**src/rtl/exc_pkg.sv**
```systemverilog
package exc_pkg;

   typedef logic [3:0] cause_t;

   localparam cause_t CAUSE_NONE    = 4'd0;
   localparam cause_t CAUSE_FETCH   = 4'd1;
   localparam cause_t CAUSE_ILLEGAL = 4'd2;
   localparam cause_t CAUSE_OVF     = 4'd3;
   localparam cause_t CAUSE_DADDR   = 4'd4;
   localparam cause_t CAUSE_IRQ     = 4'd8;

   // stages tracked after fetch: decode, execute, memory
   localparam int TRACKED_STAGES = 3;

   typedef struct packed {
      logic   exc;
      cause_t code;
      logic   rfe;
   } exc_tag_t;

   function automatic cause_t stage_cause(input int idx);
      case (idx)
         0:       return CAUSE_ILLEGAL;
         1:       return CAUSE_OVF;
         default: return CAUSE_DADDR;
      endcase
   endfunction

endpackage

```
**src/rtl/exc_irq_sync.sv**
```systemverilog
module exc_irq_sync #(
   parameter int STAGES = 2
) (
   input  logic clk,
   input  logic rst_n,
   input  logic req_in,
   output logic req_out
);

   if (STAGES < 0) begin : g_bad_stages
      $error("exc_irq_sync: STAGES must not be negative");
   end

   if (STAGES == 0) begin : g_direct
      assign req_out = req_in;
   end else begin : g_chain
      logic [STAGES-1:0] sh_q;
      always_ff @(posedge clk or negedge rst_n) begin
         if (!rst_n) sh_q <= '0;
         else        sh_q <= (sh_q << 1) | STAGES'(req_in);
      end
      assign req_out = sh_q[STAGES-1];
   end

endmodule

```
**src/rtl/exc_stage_slot.sv**
```systemverilog
module exc_stage_slot
   import exc_pkg::*;
#(
   parameter int     PC_W        = 32,
   parameter cause_t LOCAL_CAUSE = CAUSE_NONE
) (
   input  logic            clk,
   input  logic            rst_n,
   input  logic            flush,
   input  logic            in_valid,
   input  logic [PC_W-1:0] in_pc,
   input  exc_tag_t        in_tag,
   input  logic            local_exc,
   input  logic            local_rfe,
   output logic            out_valid,
   output logic [PC_W-1:0] out_pc,
   output exc_tag_t        out_tag
);

   logic            v_q;
   logic [PC_W-1:0] pc_q;
   exc_tag_t        tag_q;

   always_ff @(posedge clk or negedge rst_n) begin
      if (!rst_n) begin
         v_q   <= 1'b0;
         pc_q  <= '0;
         tag_q <= '0;
      end else if (flush) begin
         v_q   <= 1'b0;
         tag_q <= '0;
      end else begin
         v_q   <= in_valid;
         pc_q  <= in_pc;
         tag_q <= in_tag;
      end
   end

   // an older fault keeps its code; this stage's flag only fills an empty tag
   always_comb begin
      out_valid    = v_q;
      out_pc       = pc_q;
      out_tag.exc  = v_q && (tag_q.exc || local_exc);
      out_tag.rfe  = v_q && (tag_q.rfe || local_rfe);
      if (!v_q)
         out_tag.code = CAUSE_NONE;
      else if (tag_q.exc)
         out_tag.code = tag_q.code;
      else if (local_exc)
         out_tag.code = LOCAL_CAUSE;
      else
         out_tag.code = CAUSE_NONE;
   end

   p_flush_empties_r7: assert property (@(posedge clk) disable iff (!rst_n)
      flush |=> !out_valid);

   p_keep_older_r2: assert property (@(posedge clk) disable iff (!rst_n)
      (!flush && in_valid && in_tag.exc) |=> (out_tag.exc && out_tag.code == $past(in_tag.code)));

   p_bubble_clean_r10: assert property (@(posedge clk) disable iff (!rst_n)
      !out_valid |-> (!out_tag.exc && !out_tag.rfe));

endmodule

```
**src/rtl/exc_commit_unit.sv**
```systemverilog
module exc_commit_unit
   import exc_pkg::*;
#(
   parameter int            PC_W       = 32,
   parameter logic [PC_W-1:0] HANDLER_PC = '0
) (
   input  logic            clk,
   input  logic            rst_n,
   input  logic            m_valid,
   input  logic [PC_W-1:0] m_pc,
   input  exc_tag_t        m_tag,
   input  logic            irq_req,
   output logic            take,
   output logic            rfe_go,
   output logic            commit,
   output logic            redirect_valid,
   output logic [PC_W-1:0] redirect_pc,
   output cause_t          cause_q,
   output logic [PC_W-1:0] epc_q,
   output logic            kernel_q,
   output logic            ie_q
);

   logic   irq_take;
   logic   sync_take;
   cause_t trap_code;

   always_comb begin
      irq_take       = m_valid && ie_q && irq_req;
      sync_take      = m_valid && m_tag.exc;
      take           = irq_take || sync_take;
      trap_code      = irq_take ? CAUSE_IRQ : m_tag.code;
      rfe_go         = m_valid && !take && m_tag.rfe;
      commit         = m_valid && !take;
      redirect_valid = take || rfe_go;
      redirect_pc    = take ? HANDLER_PC : epc_q;
   end

   always_ff @(posedge clk or negedge rst_n) begin
      if (!rst_n) begin
         cause_q  <= CAUSE_NONE;
         epc_q    <= '0;
         kernel_q <= 1'b1;
         ie_q     <= 1'b0;
      end else if (take) begin
         cause_q  <= trap_code;
         epc_q    <= m_pc;
         kernel_q <= 1'b1;
         ie_q     <= 1'b0;
      end else if (rfe_go) begin
         kernel_q <= 1'b0;
         ie_q     <= 1'b1;
      end
   end

   p_irq_first_r3: assert property (@(posedge clk) disable iff (!rst_n)
      (m_valid && ie_q && irq_req) |=> (cause_q == CAUSE_IRQ));

   p_epc_capture_r4: assert property (@(posedge clk) disable iff (!rst_n)
      take |=> (epc_q == $past(m_pc)));

   p_enter_kernel_r5: assert property (@(posedge clk) disable iff (!rst_n)
      take |=> (kernel_q && !ie_q));

   p_rfe_restore_r6: assert property (@(posedge clk) disable iff (!rst_n)
      rfe_go |=> (!kernel_q && ie_q));

   p_masked_irq_r10: assert property (@(posedge clk) disable iff (!rst_n)
      (!ie_q && !m_tag.exc) |-> !take);

   p_bubble_no_commit_r9: assert property (@(posedge clk) disable iff (!rst_n)
      !m_valid |-> (!commit && !redirect_valid));

endmodule

```
**src/rtl/exc_commit_ctrl.sv**
```systemverilog
module exc_commit_ctrl
   import exc_pkg::*;
#(
   parameter int              PC_W        = 32,
   parameter logic [PC_W-1:0] HANDLER_PC  = PC_W'(32'h0000_0100),
   parameter int              SYNC_STAGES = 2
) (
   input  logic            clk,
   input  logic            rst_n,
   input  logic            irq,
   input  logic            f_valid,
   input  logic [PC_W-1:0] f_pc,
   input  logic            f_exc,
   input  logic            d_illegal,
   input  logic            d_rfe,
   input  logic            e_ovf,
   input  logic            m_fault,
   output logic            commit_valid,
   output logic            wb_kill,
   output logic            kill_fetch,
   output logic            kill_decode,
   output logic            kill_execute,
   output logic            redirect_valid,
   output logic [PC_W-1:0] redirect_pc,
   output logic [3:0]      cause,
   output logic [PC_W-1:0] epc,
   output logic            kernel_mode,
   output logic            irq_enable
);

   localparam int LAST = TRACKED_STAGES;

   if (PC_W < 8) begin : g_bad_pcw
      $error("exc_commit_ctrl: PC_W must be at least 8");
   end
   if (HANDLER_PC[1:0] != 2'b00) begin : g_bad_handler
      $error("exc_commit_ctrl: HANDLER_PC must be word aligned");
   end

   // index 0 is fetch, 1..LAST are decode, execute, memory
   logic                       st_valid [0:LAST];
   logic [PC_W-1:0]            st_pc    [0:LAST];
   exc_tag_t                   st_tag   [0:LAST];
   logic [TRACKED_STAGES-1:0]  local_exc;
   logic [TRACKED_STAGES-1:0]  local_rfe;

   logic flush;
   logic take;
   logic rfe_go;
   logic irq_req;

   assign local_exc = {m_fault, e_ovf, d_illegal};
   assign local_rfe = {1'b0, 1'b0, d_rfe};

   always_comb begin
      st_valid[0]    = f_valid;
      st_pc[0]       = f_pc;
      st_tag[0].exc  = f_valid && f_exc;
      st_tag[0].code = (f_valid && f_exc) ? CAUSE_FETCH : CAUSE_NONE;
      st_tag[0].rfe  = 1'b0;
   end

   for (genvar g = 0; g < TRACKED_STAGES; g++) begin : g_slot
      exc_stage_slot #(
         .PC_W        (PC_W),
         .LOCAL_CAUSE (stage_cause(g))
      ) i_slot (
         .clk       (clk),
         .rst_n     (rst_n),
         .flush     (flush),
         .in_valid  (st_valid[g]),
         .in_pc     (st_pc[g]),
         .in_tag    (st_tag[g]),
         .local_exc (local_exc[g]),
         .local_rfe (local_rfe[g]),
         .out_valid (st_valid[g+1]),
         .out_pc    (st_pc[g+1]),
         .out_tag   (st_tag[g+1])
      );
   end

   exc_irq_sync #(
      .STAGES (SYNC_STAGES)
   ) i_irq_sync (
      .clk     (clk),
      .rst_n   (rst_n),
      .req_in  (irq),
      .req_out (irq_req)
   );

   exc_commit_unit #(
      .PC_W       (PC_W),
      .HANDLER_PC (HANDLER_PC)
   ) i_commit (
      .clk            (clk),
      .rst_n          (rst_n),
      .m_valid        (st_valid[LAST]),
      .m_pc           (st_pc[LAST]),
      .m_tag          (st_tag[LAST]),
      .irq_req        (irq_req),
      .take           (take),
      .rfe_go         (rfe_go),
      .commit         (commit_valid),
      .redirect_valid (redirect_valid),
      .redirect_pc    (redirect_pc),
      .cause_q        (cause),
      .epc_q          (epc),
      .kernel_q       (kernel_mode),
      .ie_q           (irq_enable)
   );

   assign flush        = take || rfe_go;
   assign kill_fetch   = flush;
   assign kill_decode  = flush;
   assign kill_execute = flush;
   assign wb_kill      = take;

   p_trap_kills_r4: assert property (@(posedge clk) disable iff (!rst_n)
      (redirect_valid && redirect_pc == HANDLER_PC && !commit_valid) |-> (wb_kill && kill_execute));

   p_no_commit_after_flush_r7: assert property (@(posedge clk) disable iff (!rst_n)
      kill_execute |=> !commit_valid);

   p_one_outcome_r9: assert property (@(posedge clk) disable iff (!rst_n)
      !(commit_valid && wb_kill));

endmodule

```
**config.mk**
```make
export PLATFORM = sky130hd
export DESIGN_NAME = exc_commit_ctrl
export DESIGN_NICKNAME = d
export VERILOG_FILES = /design/src/rtl/exc_pkg.sv /design/src/rtl/exc_irq_sync.sv /design/src/rtl/exc_stage_slot.sv /design/src/rtl/exc_commit_unit.sv /design/src/rtl/exc_commit_ctrl.sv
export SDC_FILE = /design/constraint.sdc
export NUM_CORES = 1
export LEC_CHECK = 0
export CORE_ASPECT_RATIO = 0.8
export CORE_MARGIN = 4
export CORE_UTILIZATION = 52
export DETAILED_ROUTE_END_ITERATION = 16
export PLACE_DENSITY = 0.8
export SLEW_MARGIN = 20
export SYNTH_ARGS = -nofsm -noshare
export SYNTH_HDL_FRONTEND = slang
export SYNTH_SLANG_ARGS = --single-unit
```
**constraint.sdc**
```tcl
create_clock -name clk -period 2.1 [get_ports clk]
set_input_delay 0.525 -clock clk [delete_from_list [all_inputs] [get_ports clk]]
set_output_delay 0.525 -clock clk [all_outputs]
set_load 0.01 [all_outputs]
```
==> results of run 1 <==
## cells by family after synthesis
family,Yosys count
mux,128
simple gates,54
buf+inv,22
flops,148
compound gates,13
## layout make-up
type	count	area [µm²]	share of cell area (%)
well taps	148	185	2.34
clock buffers	18	429	5.43
clock inverters	14	119	1.50
multi-input cells	195	2230	28.2
inverters	2	15.0	0.190
repair buffers	135	1230	15.5
flip-flops and latches	148	3700	46.8
## metal layers
layer	track usage [%]	vias to the layer above	wire length, µm	share of wire, %
met5	0	-	0	0
met4	6.07	0	158	1.4
met3	5.11	15	493	4.5
met2	27.4	78	5350	48
met1	23.9	1681	5050	46
li1	-	1534	-	-
## synthesized netlist by cell type (2+ instances only)
library cell  count  area [µm²]
mux2_2           33         372
and2_1           35         219
a32oi_1           2        17.5
buf_6             9         101
a21oi_1           4        20.0
buf_4             4        30.0
buf_2             3        15.0
mux2_4           95        1430
nor3b_1           2        15.0
o21ai_0           3        15.0
nor2_1            5        18.8
dfrtp_1         147        3680
clkbuf_1          4        15.0
nand2_1           3        11.3
and3_1            5        31.3
## state kept, by name, indices dropped and copies added, names as in the netlist
| signal | count |
|---|---|
| g_slot.i_slot.out_pc | 96 |
| g_slot.i_slot.out_valid | 3 |
| g_slot.i_slot.tag_q | 9 |
| i_commit.cause_q | 4 |
| i_commit.epc_q | 32 |
| i_commit.ie_q | 1 |
| i_commit.kernel_q | 1 |
| i_irq_sync.g_chain.sh_q | 2 |
## repair_timing
item	CTS	global route
pin swaps	4	3
setup endpoints to repair	112	63
hold buffers	0	0
setup buffers	4	0
cloned	1	0
resized for setup	160	10
## how the worst max path moves through the flow
stage / start / to / cells after the start
finish: i_commit.ie_q / kill_decode / 5
floorplan: m_fault / kill_execute / 5
global placement: m_fault / redirect_pc[22] / 6
global route: i_commit.ie_q / redirect_pc[10] / 5
detailed placement: m_fault / redirect_pc[2] / 6
CTS: i_irq_sync.g_chain.sh_q[1] / redirect_pc[2] / 6
## power by group through the flow
stage,combinational [mW],sequential (mW),clock (mW)
3_5_place_dp,3.71,4.30,0
3_3_place_gp,3.64,4.24,0
2_1_floorplan,1.87,4.29,0
5_1_grt,3.73,4.38,2.97
4_1_cts,3.49,4.27,2.83
6_report,3.47,4.25,2.75
==> results.json, run 1 <==
{
  "synth-edff-count": 0,
  "p_int_mw": 7.44,
  "die-height_um": 105,
  "grt_max_degree": 54,
  "numClockSinks": 148,
  "net-switching-power_mw": 3.04,
  "synth_seq_area_share_pct": 60.8,
  "vdd_ir_drop_max_mv": 0.672,
  "dpl_worst_slack_ps": -662,
  "avgRoutedWirePerCell_um": 16.7,
  "dr.pass1.iters": 4,
  "timing.max_cap.violations": 0,
  "grt_use_total_pct": 17.7,
  "stdcell_count": 660,
  "final.period_utilization_pct": 104,
  "reg2reg_depth": 7,
  "synth_fa_ha_area_share_pct": 0,
  "r2r_end": "g_slot[2].i_slot.out_pc[20]",
  "main_combinational_cell_family_by_area_after_synthesis": "multiplexers",
  "timing.critical_path.slowest_stage_cell": "dfrtp_1",
  "cp.required_ps": 1570,
  "finish.instance_area_um2": 7910,
  "setup_viol": 37,
  "start_util_pct": 53.1,
  "syn_inst": 365,
  "post_synth_mux_area_share_pct": 29.5,
  "post_synth_and_or_nand_nor_area_fraction_pct": 5.32,
  "cp-end-kind": "primary output",
  "clk_pin_slew_ps": 60,
  "most-common-layout-cells": "dfrtp_1, mux2_4, clkdlybuf4s50_1, mux2_2",
  "first_global_vias": 3649,
  "final_hold_viol_count": 0,
  "slew_headroom_pct": 54.9,
  "worstPathBufferInverterCount": 3,
  "worstHoldPathType": "in -> async",
  "worstMarginPinSlew_ps": 676,
  "syn-mean-instance-area_um2": 16.7,
  "drtAntennaViolNets": 0,
  "vias": 3308,
  "violations_in_the_final_reports": "negative setup slack",
  "final_util_pct": 68.9,
  "dominantRegCellSynth": "dfrtp_1",
  "max_stage_delay_ps": 380,
  "clock-root-buffer": "clkbuf_16",
  "synth_seq_cells": 148,
  "port_buffers": 116,
  "clock_tree_from_tritoncts": "built",
  "power.switching_fraction_pct": 29.0,
  "vias_cell": 5.01,
  "postRouteWirelength_mm": 11.0,
  "min_period_ps": 2190,
  "cts_inserted_buffers": 17,
  "whs_ps": 58.8,
  "r2r_start": "i_commit.ie_q",
  "n_antenna_cell": 0,
  "post-layout-total-power_mw": 10.5,
  "die-area_um2": 13500,
  "number_of_antenna_violations_at_the_first_check_in_global_routing": 0,
  "fin_skew_ps": 9.69,
  "power.share.sequential_pct": 40.6,
  "worst-setup-path-type": "reg -> out",
  "clock_tree.buffer_depth": 2,
  "power-per-cell-area_nw_per_um2": 1320,
  "asyncSetResetFlopFracSynth_pct": 100,
  "num-fill-cells": 770,
  "grt_first_pass_wirelength_mm": 18.7,
  "clock_tree.htree_level_count": 4,
  "cp_cell_sequence": "a211o_1 -> buf_4 -> o21ai_4 -> inv_6 -> buf_2",
  "path_delay_family": "compound AO/OA/AOI/OAI gates",
  "clock_latency_late_sink_ps": 400,
  "worst_setup_sp_type": "flip-flop",
  "drive_above_1_share_pct": 43.9,
  "post_synth_net_total": 406,
  "drt_iter0_markers": 132,
  "clockPowerShare_pct": 26.3,
  "grt_remaining_overflow": 0,
  "grt_setup_unrepaired": "yes",
  "syn-cell-area_um2": 6090,
  "compound_gate_portion_of_the_synthesized_area_pct": 1.52,
  "detailedPlacementHpwl_mm": 7.10,
  "drcViolationCount": 0,
  "floorplan.rows": 35,
  "power_frac_comb_pct": 33.1,
  "p_leak_nw": 3.64,
  "timing.fmax_ghz": 0.457,
  "critical_path.max_fanout": 6,
  "cp_data_arrival_time_ps": 1660,
  "gp_congestion": 0.759,
  "synth-xor-area-share_pct": 0,
  "post-place-cells": 625,
  "core_region_area_um2": 11500,
  "final_common_cell": "dfrtp_1",
  "rrSetupSlack_ps": 130,
  "ioPinCount": 117,
  "outcome": "complete, but fails checks",
  "synth_cell_types": 26,
  "yosys_warnings": 0,
  "nNetsFinal": 540,
  "dpl-instance-area_um2": 7460,
  "die_width_um": 129,
  "syn2layout_area_growth_pct": 29.8,
  "fin_tns_setup_ps": -2330,
  "worst_slack_setup_final_ps": -88.1,
  "final_max_slew_viol_count": 0
}
(Power assumes the default switching activity.)
==> run 2, diff against run 1 <==
SLEW_MARGIN = 25   (was 20)
==> results of run 2 <==
No change in the layout: final DEF, timing and power equal those of run 1.
